`config.mk`:
```
export PLATFORM = sky130hd
export DESIGN_NAME = hbus_arbiter
export DESIGN_NICKNAME = d
export VERILOG_FILES = /design/src/rtl/hbus_pkg.sv /design/src/rtl/hbus_prio_pick.sv /design/src/rtl/hbus_grant_ctl.sv /design/src/rtl/hbus_port_mux.sv /design/src/rtl/hbus_arbiter.sv
export SDC_FILE = /design/constraint.sdc
export NUM_CORES = 1
export LEC_CHECK = 0
export BUFFER_PORTS_ARGS = -buffer_cell sky130_fd_sc_hd__buf_2
export CORE_AREA = 2 2 131 133
export DETAILED_ROUTE_END_ITERATION = 7
export DIE_AREA = 0 0 133 135
export PLACE_DENSITY = 0.42
export SLEW_MARGIN = 10
export SYNTH_ARGS = -nofsm -noshare
export SYNTH_HDL_FRONTEND = slang
export SYNTH_SLANG_ARGS = --single-unit
```
`constraint.sdc`:
```
create_clock -name clk -period 4.05 [get_ports clk]
set_clock_uncertainty 0.1 [all_clocks]
set_input_delay 0.2025 -clock clk [delete_from_list [all_inputs] [get_ports clk]]
set_output_delay 0.2025 -clock clk [all_outputs]
set_load 0.05 [all_outputs]
```
`src/rtl/hbus_pkg.sv`:
```
package hbus_pkg;
  localparam int unsigned NCLS = 5;

  typedef enum logic [2:0] {
    CLS_DWR = 3'd0,
    CLS_PWR = 3'd1,
    CLS_DRD = 3'd2,
    CLS_PRD = 3'd3,
    CLS_FET = 3'd4
  } cls_e;

  localparam logic [NCLS-1:0] WRITE_MASK = 5'b00011;
endpackage

```
`src/rtl/hbus_prio_pick.sv`:
```
module hbus_prio_pick #(
  parameter int unsigned N = 5
) (
  input  logic [N-1:0] req,
  output logic [N-1:0] pick
);
  logic [N-1:0] blk;

  assign blk[0] = 1'b0;

  generate
    for (genvar i = 0; i < N; i++) begin : g_lvl
      assign pick[i] = req[i] & ~blk[i];
      if (i < N - 1) begin : g_chain
        assign blk[i+1] = blk[i] | req[i];
      end
    end
  endgenerate
endmodule

```
`src/rtl/hbus_grant_ctl.sv`:
```
module hbus_grant_ctl #(
  parameter int unsigned N = 5
) (
  input  logic         clk,
  input  logic         rst_n,
  input  logic [N-1:0] req,
  input  logic         slv_ready,
  output logic [N-1:0] gnt
);
  logic [N-1:0] pick;
  logic [N-1:0] gnt_q;
  logic [N-1:0] gnt_d;
  logic         gnt_en;

  hbus_prio_pick #(.N(N)) u_pick (
    .req  (req),
    .pick (pick)
  );

  always_comb begin
    gnt_d  = gnt_q;
    gnt_en = 1'b0;
    if (gnt_q == '0) begin
      gnt_d  = pick;
      gnt_en = 1'b1;
    end else if (slv_ready) begin
      gnt_d  = '0;
      gnt_en = 1'b1;
    end
  end

  always_ff @(posedge clk or negedge rst_n) begin
    if (!rst_n) begin
      gnt_q <= '0;
    end else if (gnt_en) begin
      gnt_q <= gnt_d;
    end
  end

  assign gnt = gnt_q;
endmodule

```
`src/rtl/hbus_port_mux.sv`:
```
module hbus_port_mux #(
  parameter int unsigned    N     = 5,
  parameter int unsigned    AW    = 32,
  parameter int unsigned    DW    = 32,
  parameter logic [N-1:0]   WMASK = '0
) (
  input  logic [N-1:0]         gnt,
  input  logic [N-1:0][AW-1:0] addr_in,
  input  logic [N-1:0][DW-1:0] wdata_in,
  output logic                 valid,
  output logic                 write,
  output logic [AW-1:0]        addr,
  output logic [DW-1:0]        wdata
);
  always_comb begin
    addr  = '0;
    wdata = '0;
    for (int i = 0; i < int'(N); i++) begin
      addr = addr | (addr_in[i] & {AW{gnt[i]}});
      if (WMASK[i]) begin
        wdata = wdata | (wdata_in[i] & {DW{gnt[i]}});
      end
    end
  end

  assign valid = |gnt;
  assign write = |(gnt & WMASK);
endmodule

```
`src/rtl/hbus_arbiter.sv`:
```
module hbus_arbiter
  import hbus_pkg::*;
#(
  parameter int unsigned DADDR_W = 32,
  parameter int unsigned PADDR_W = 22,
  parameter int unsigned DATA_W  = 32
) (
  input  logic                clk,
  input  logic                rst_n,
  input  logic                dw_req,
  input  logic [DADDR_W-1:0]  dw_addr,
  input  logic [DATA_W-1:0]   dw_wdata,
  input  logic                pw_req,
  input  logic [PADDR_W-1:0]  pw_addr,
  input  logic [DATA_W-1:0]   pw_wdata,
  input  logic                dr_req,
  input  logic [DADDR_W-1:0]  dr_addr,
  input  logic                pr_req,
  input  logic [PADDR_W-1:0]  pr_addr,
  input  logic                if_req,
  input  logic [PADDR_W-1:0]  if_addr,
  output logic [NCLS-1:0]     gnt,
  output logic [NCLS-1:0]     ack,
  output logic [DATA_W-1:0]   rd_data,
  output logic                slv_valid,
  output logic                slv_write,
  output logic [DADDR_W-1:0]  slv_addr,
  output logic [DATA_W-1:0]   slv_wdata,
  input  logic [DATA_W-1:0]   slv_rdata,
  input  logic                slv_ready
);
  localparam int unsigned PAD_W = DADDR_W - PADDR_W;

  logic [NCLS-1:0]              req;
  logic [NCLS-1:0][DADDR_W-1:0] addr_arr;
  logic [NCLS-1:0][DATA_W-1:0]  wdata_arr;

  assign req[CLS_DWR] = dw_req;
  assign req[CLS_PWR] = pw_req;
  assign req[CLS_DRD] = dr_req;
  assign req[CLS_PRD] = pr_req;
  assign req[CLS_FET] = if_req;

  // program-bus addresses widen with zeros
  assign addr_arr[CLS_DWR] = dw_addr;
  assign addr_arr[CLS_PWR] = {{PAD_W{1'b0}}, pw_addr};
  assign addr_arr[CLS_DRD] = dr_addr;
  assign addr_arr[CLS_PRD] = {{PAD_W{1'b0}}, pr_addr};
  assign addr_arr[CLS_FET] = {{PAD_W{1'b0}}, if_addr};

  assign wdata_arr[CLS_DWR] = dw_wdata;
  assign wdata_arr[CLS_PWR] = pw_wdata;
  assign wdata_arr[CLS_DRD] = '0;
  assign wdata_arr[CLS_PRD] = '0;
  assign wdata_arr[CLS_FET] = '0;

  hbus_grant_ctl #(.N(NCLS)) u_ctl (
    .clk       (clk),
    .rst_n     (rst_n),
    .req       (req),
    .slv_ready (slv_ready),
    .gnt       (gnt)
  );

  hbus_port_mux #(
    .N     (NCLS),
    .AW    (DADDR_W),
    .DW    (DATA_W),
    .WMASK (WRITE_MASK)
  ) u_mux (
    .gnt      (gnt),
    .addr_in  (addr_arr),
    .wdata_in (wdata_arr),
    .valid    (slv_valid),
    .write    (slv_write),
    .addr     (slv_addr),
    .wdata    (slv_wdata)
  );

  assign ack     = gnt & {NCLS{slv_ready}};
  assign rd_data = slv_rdata;
endmodule

```
# [After elaboration in Yosys (flattened, before gate mapping)]
# Cells that the tools add are included.
[classes] n_addsub=0 multipliers=0 n_div=0 order_cmp=0 eq_ne=0 n_shift=0 mux=4 bitwise=24 reduce_logical=5
[op_table] op="32-bit bitwise OR" n=5
[op_table] op="32-bit AND" n=4
[op_table] op="22-bit by 32-bit AND with 32-bit output" n=3
[op_table] op="5-bit two-way mux" n=2
[op_table] op="5-bit AND" n=1
[op_table] op="5-bit logical NOT" n=1
[op_table] op="5-bit OR reduction" n=1
[op_table] op="1-bit AND" n=4
[op_table] op="1-bit inverter" n=4
[op_table] op="1-bit bitwise OR" n=3
[op_table] op="1-bit two-way mux" n=2
[op_table] op="2-bit AND reduction" n=1
[op_table] op="2-bit nonzero test" n=1
[op_table] op="2-bit OR reduction" n=1
[totals] register_bits=5 latch_bits=0 ram_bits=0 rom_bits=0 in_bits=234 out_inout_bits=108 elab_cells=34 memories=0

# [Longest topological paths before layout]
# Gate-level depths: netlist of the first run.
[depth] depth_word=6 ltp_mapped=4 depth_no_buf=2

# [Cells and area by module]
# From an unflattened synthesis of the first run, not the netlist that was laid out.
[hier_totals] hier_cells=213 hier_area_um2=1672.9
[modules_own_cells] mod="hbus_port_mux" instances=1 cells_each=156 area_per_inst_um2=1148.6 seq_area_each_um2=0.0
[modules_own_cells] mod="hbus_arbiter" instances=1 cells_each=38 area_per_inst_um2=275.3 seq_area_each_um2=0.0
[modules_own_cells] mod="hbus_grant_ctl" instances=1 cells_each=13 area_per_inst_um2=193.9 seq_area_each_um2=125.1
[modules_own_cells] mod="hbus_prio_pick" instances=1 cells_each=6 area_per_inst_um2=55.1 seq_area_each_um2=0.0

# [Worst setup path after synthesis of the first run]
# OpenSTA, ideal clock, no wires.
[synth_path] path_kind="reg2out" start="reg u_ctl.gnt_q[0] (netlist: u_ctl.gnt[0])" end="out slv_addr[22]" arrival_ns=1.695 required_ns=3.748 setup_slack_ns=2.052 stages_incl_launch_ff=4 n_path_buf=2 cell_sequence="dfrtp_1 -> buf_2 -> buf_1 -> a22o_1"
[synth_via] elab_chain_cells=5
[synth_lines] item="start, declared" line_no="hbus_grant_ctl.sv:11" rtl="logic [N-1:0] gnt_q;"
[synth_lines] item="start signal, assigned" line_no="hbus_grant_ctl.sv:36" rtl="gnt_q <= gnt_d;"
[synth_lines] item="32-bit AND" line_no="hbus_port_mux.sv:19" rtl="addr = addr | (addr_in[i] & {AW{gnt[i]}});"
[synth_lines] item="32-bit bitwise OR (4 in series)" line_no="hbus_port_mux.sv:19"
[synth_lines] item="end, declared" line_no="hbus_arbiter.sv:27" rtl="output logic [DADDR_W-1:0] slv_addr,"
# No other way between the ends.

# [Final worst setup path of the first run]
[layout_path] start="reg u_ctl.gnt_q[3] (netlist: u_ctl.gnt[3])" end="out slv_valid"
[layout_via] elab_chain_cells=1
[layout_lines] item="5-bit OR reduction" line_no="hbus_port_mux.sv:26" rtl="assign valid = |gnt;"
[layout_lines] item="end, declared" line_no="hbus_arbiter.sv:25" rtl="output logic slv_valid,"
# No other way between the ends.

==> results of run 1 <==
==> where the power goes <==
group	leakage [nW]	internal (mW)	switching (mW)
Sequential	0.0641	0.0620	0.169
Clock	0.0382	0.130	0.0294
Combinational	1.58	0.487	1.39
Total	1.69	0.679	1.59
==> layout make-up <==
cell class              count  area, µm²
repair buffers            280       1410
multi-input cells         126       1000
well taps                 220        275
flip-flops and latches      5        130
inverters                   6       22.5
diodes                      1       2.50
clock buffers               4       78.8
fillers                  1869      13500
==> routing by layer <==
layer | vias up | global-route usage
met5 | - | 0
met4 | 0 | 0.0352
met3 | 22 | 0.0274
met2 | 234 | 0.208
met1 | 1198 | 0.131
li1 | 1209 | -
==> how the worst max path moves through the flow <==
stage	startpoint	endpoint	slack, ns	depth (start not counted)
3_3_place_gp	u_ctl.gnt[3]	slv_valid	1.74	3
3_5_place_dp	u_ctl.gnt[3]	slv_valid	1.70	3
5_1_grt	u_ctl.gnt[3]	slv_valid	1.38	3
2_1_floorplan	u_ctl.gnt[0]	slv_addr[22]	2.05	3
6_report	u_ctl.gnt[3]	slv_valid	1.50	3
4_1_cts	u_ctl.gnt[3]	slv_valid	1.46	3
==> synth_stat cells <==
cell type  instances  area share
a22o_1            42        0.25
buf_4             32        0.16
a222oi_1          22        0.15
a22oi_1           22        0.11
nand2_1           22       0.055
clkbuf_1          12       0.030
buf_1              7       0.018
inv_1              6       0.015
and2_1             5       0.021
dfrtp_1            5       0.084
nand2b_1           3       0.013
buf_2              2      0.0067
buf_6              2       0.015
or2_2              2      0.0084
o31ai_1            1      0.0050
o32ai_1            1      0.0059
o32ai_2            1       0.011
o41ai_2            1       0.011
o41ai_4            1       0.018
or3_1              1      0.0042
or3b_2             1      0.0059
or4_4              1      0.0075
==> through the flow <==
stage | power (mW) | cells | setup slack, ns
floorplan | 1.66 | 192 | 2.05
global placement | 2.12 | 636 | 1.74
detailed placement | 2.13 | 636 | 1.70
CTS | 2.30 | 641 | 1.46
global route | 2.37 | 642 | 1.38
finish | 2.27 | 642 | 1.50
==> cells by family after synthesis <==
family	Yosys count	share of synthesized area
flip-flops	5	0.0838
AO/OA/AOI/OAI	91	0.556
buffers and inverters	61	0.246
AND/OR/NAND/NOR	35	0.115
==> what timing repair did <==
item | in CTS | in global routing
hold buffers | 1 | 0
hold endpoints to repair | 5 | 0
setup buffers | 0 | 0
==> results.cfg, run 1 <==
[floorplan]
die_x_um = 133
core-area_mm2 = 0.0164
die_area_mm2 = 0.0180
die_y_um = 135
ioPinCount = 342
start_util = 0.0910
row_count = 47

[setup_path]
cp-end-kind = output port
slowest_stage = dfrtp_1
worstPathArrival_ns = 2.25
cp_max_fo = 26
rr_worst_depth = 2
crit_buf_inv = 1
required_ns = 3.75
path_class = register to output port
r2r_setup_slack_ns = 1.98
rr_endpoint = u_ctl.gnt[0]
rr_startpoint = u_ctl.gnt[3]
critPathMaxStageDelay_ns = 0.80
crit_path_cell_trace = or3_1, or2_2, buf_2
critPathTopFamily = simple AND/OR/NAND/NOR gates
startpoint_type = register

[sta]
fin_crit_ns = 2.55
setup_viol = 0
fin_tns_setup_ns = 0
timing.hold.ws_ns = 0.115
fmax_mhz = 393
slew_violations = 0
rsz0062_at_grt = no
post-route-period-util = 0.629
max_slew_margin = 0.216
worst_pin_slew_ns = 1.18
hold_viol = 0

[clock_tree]
cts.htree.levels = 1
cts_root_buf = clkbuf_16
cts_tree = done
clk_path_buf_depth = 2
cts.sinks = 5
cts_made_buffers = 3
ctsResizeCount = 0
clk_pin_slew_ns = 0.03
clock_latency_ns = 0.22

[placed_design]
hpwl_um = 9520
place_congestion = 0.880
portBuffers = 277
postPlaceCellArea_mm2 = 0.00283

[global_route]
grt_pass1_vias = 2554
grt_max_degree = 70
grt_antenna_before_repair = 1
grt_pass1_wl_um = 15400
grt_util_all_layers = 0.114
gr-total-overflow = 0

[hold_path]
hold_depth = 2
hold_start = dw_req
hold_path_end = u_ctl.gnt[1]
holdCritPathClass = input port to register

[route]
ant_nets = 0
met1Wirelength_um = 4370
top_layer = met4
wl_met3_um = 1360
first_iter_violations = 202
drtPass1Iterations = 8
viasPerCell = 4.15
route.vias.total = 2663
drt-total-wl_um = 11700
met2_length_um = 5750
wire_per_inst_um = 18.3
drc = 0

[synthesis]
syn_area_per_cell_um2 = 7.77
postSynthCellCount = 192
yosys_warnings = 0
synth_cell_types = 22
synth-seq-cells = 5
yosysSeqAreaShare = 0.0838
syn-num-nets = 426
syn_area_mm2 = 0.00149

[power]
p_per_area_mw_per_mm2 = 778
vdd_ir_drop_max_v = 0.000219
p_leak_nw = 1.69

[cells_and_area]
nNetsFinal = 656
area.growth.synth_to_final_pct = 95.7
mostFrequentLayoutCell = buf_2
layout-drive-gt1-share = 0.691
final_cell_mix = buf_2, a22o_1, a222oi_1, a22oi_1, nand2_1
final_util = 0.178
largest_reg_flops = 5
stdcell_area_mm2 = 0.00292

[job]
drv_cap = 0

[status]
outcome = finished clean
Note: power is estimated with default switching activity, not from simulation.
==> run 2, diff against run 1 <==
Settings changed: PLACE_DENSITY 0.42 to 0.43.
Clock period 4.05 ns to 2.2 ns, I/O delays scaled along.
==> run 2 against run 1 <==
Via count decreased by 1.0%. Flip-flop and latch count unchanged. Critical path type unchanged. Sequential power increased by 3%.
==> results.cfg, run 2 (synthesis results as in run 1) <==
[global_route]
grt_antenna_before_repair = 1
grt_max_degree = 36
grt_util_all_layers = 0.103
grt_use_met2 = 0.198
grt_use_met1 = 0.110
grt_pass1_wl_um = 14200
grt_pass1_vias = 2545
gr-total-overflow = 0
busiest_layer = met2
grt_use_met3 = 0.0184

[sta]
slew_violations = 0
fin_ws_ns = 0.159
timing.hold.ws_ns = 0.0322
fin_tns_setup_ns = 0
post-route-period-util = 0.928
fin_crit_ns = 2.04
rsz0062_at_grt = no
hold_viol = 0
setup_viol = 0
worst_pin_slew_ns = 0.522
max_slew_margin = 0.652
fmax_mhz = 490

[cells_and_area]
stdcell_count = 653
area.growth.synth_to_final_pct = 102
fillers = 1865
final_util = 0.184
layout-drive-gt1-share = 0.699
mostFrequentLayoutCell = buf_2
largest_reg_flops = 5
final_cell_mix = buf_2, a22o_1, a222oi_1, a22oi_1, nand2_1
stdcell_area_mm2 = 0.00301
nNetsFinal = 667

[setup_path]
cp-end-kind = output port
rr_worst_depth = 2
startpoint_type = register
required_ns = 1.99
cp_max_fo = 20
path_class = register to output port
worstPathArrival_ns = 1.83

[power]
p_leak_nw = 1.75
p_per_area_mw_per_mm2 = 1390
finalPower_mw = 4.19
vdd_ir_drop_max_v = 0.000569

[clock_tree]
cts_tree = done
cts_root_buf = clkbuf_16
cts_hold_buf = 1
clock_latency_ns = 0.23
clk_pin_slew_ns = 0.03
clk_path_buf_depth = 2
cts.sinks = 5
ctsResizeCount = 0
post_cts_buffers = 0
cts.htree.levels = 1
cts_made_buffers = 3

[floorplan]
die_x_um = 133
core-area_mm2 = 0.0164
ioPinCount = 342
row_count = 47
start_util = 0.0910
die_area_mm2 = 0.0180
die_y_um = 135

[hold_path]
hold_depth = 2
holdCritPathClass = input port to register

[route]
first_iter_violations = 164
wire_per_inst_um = 16.2
ant_nets = 0
route.vias.total = 2636
viasPerCell = 4.04
drc = 0
drt-total-wl_um = 10600
drtPass1Iterations = 6

[placed_design]
place_congestion = 0.770
dp_slack_ns = 0.389
placedCellCount = 647
postPlaceCellArea_mm2 = 0.00292
portBuffers = 277
hpwl_um = 8840

[status]
outcome = finished clean

[job]
drv_cap = 0
run 2: worst paths after layout:
| path | start | end | slack, ns |
|---|---|---|---|
| min in group asynchronous | rst_n | u_ctl.gnt[0] | 0.14 |
| worst max-delay path | u_ctl.gnt[0] | slv_addr[2] | 0.16 |
| worst max register to register | u_ctl.gnt[0] | u_ctl.gnt[4] | 0.52 |
| max in group asynchronous | rst_n | u_ctl.gnt[1] | 1.72 |
| worst min register to register | u_ctl.gnt[4] | u_ctl.gnt[4] | 0.58 |
| worst min-delay path | dw_req | u_ctl.gnt[1] | 0.03 |
run 2: layout make-up:
cell class	instances	area [µm²]	share of cell area
antenna	1	2.50	0.000830
clock buffer	4	78.8	0.0262
inverter	6	22.5	0.00747
multi-input combinational	126	1000	0.332
sequential	5	128	0.0423
tap	220	275	0.0913
timing repair buffer	291	1510	0.500
run 2: routing by layer:
| metal | vias to the layer above | share of wire |
|---|---|---|
| met2 | 195 | 0.52 |
| met4 | 0 | 0.028 |
| met3 | 25 | 0.086 |
| met1 | 1183 | 0.36 |
| li1 | 1233 | - |
| met5 | - | 0 |
run 2: critical path: stages, from the launching register on:
cell      delay (ns)
dfrtp_2         0.59
buf_4           0.24
a222oi_1        0.39
nand2_1         0.14
buf_2           0.24
run 2: where the power goes:
part | switching, mW | internal [mW]
registers | 0.125 | 0.114
clock network | 0.0574 | 0.240
logic | 2.67 | 0.989
total | 2.85 | 1.34
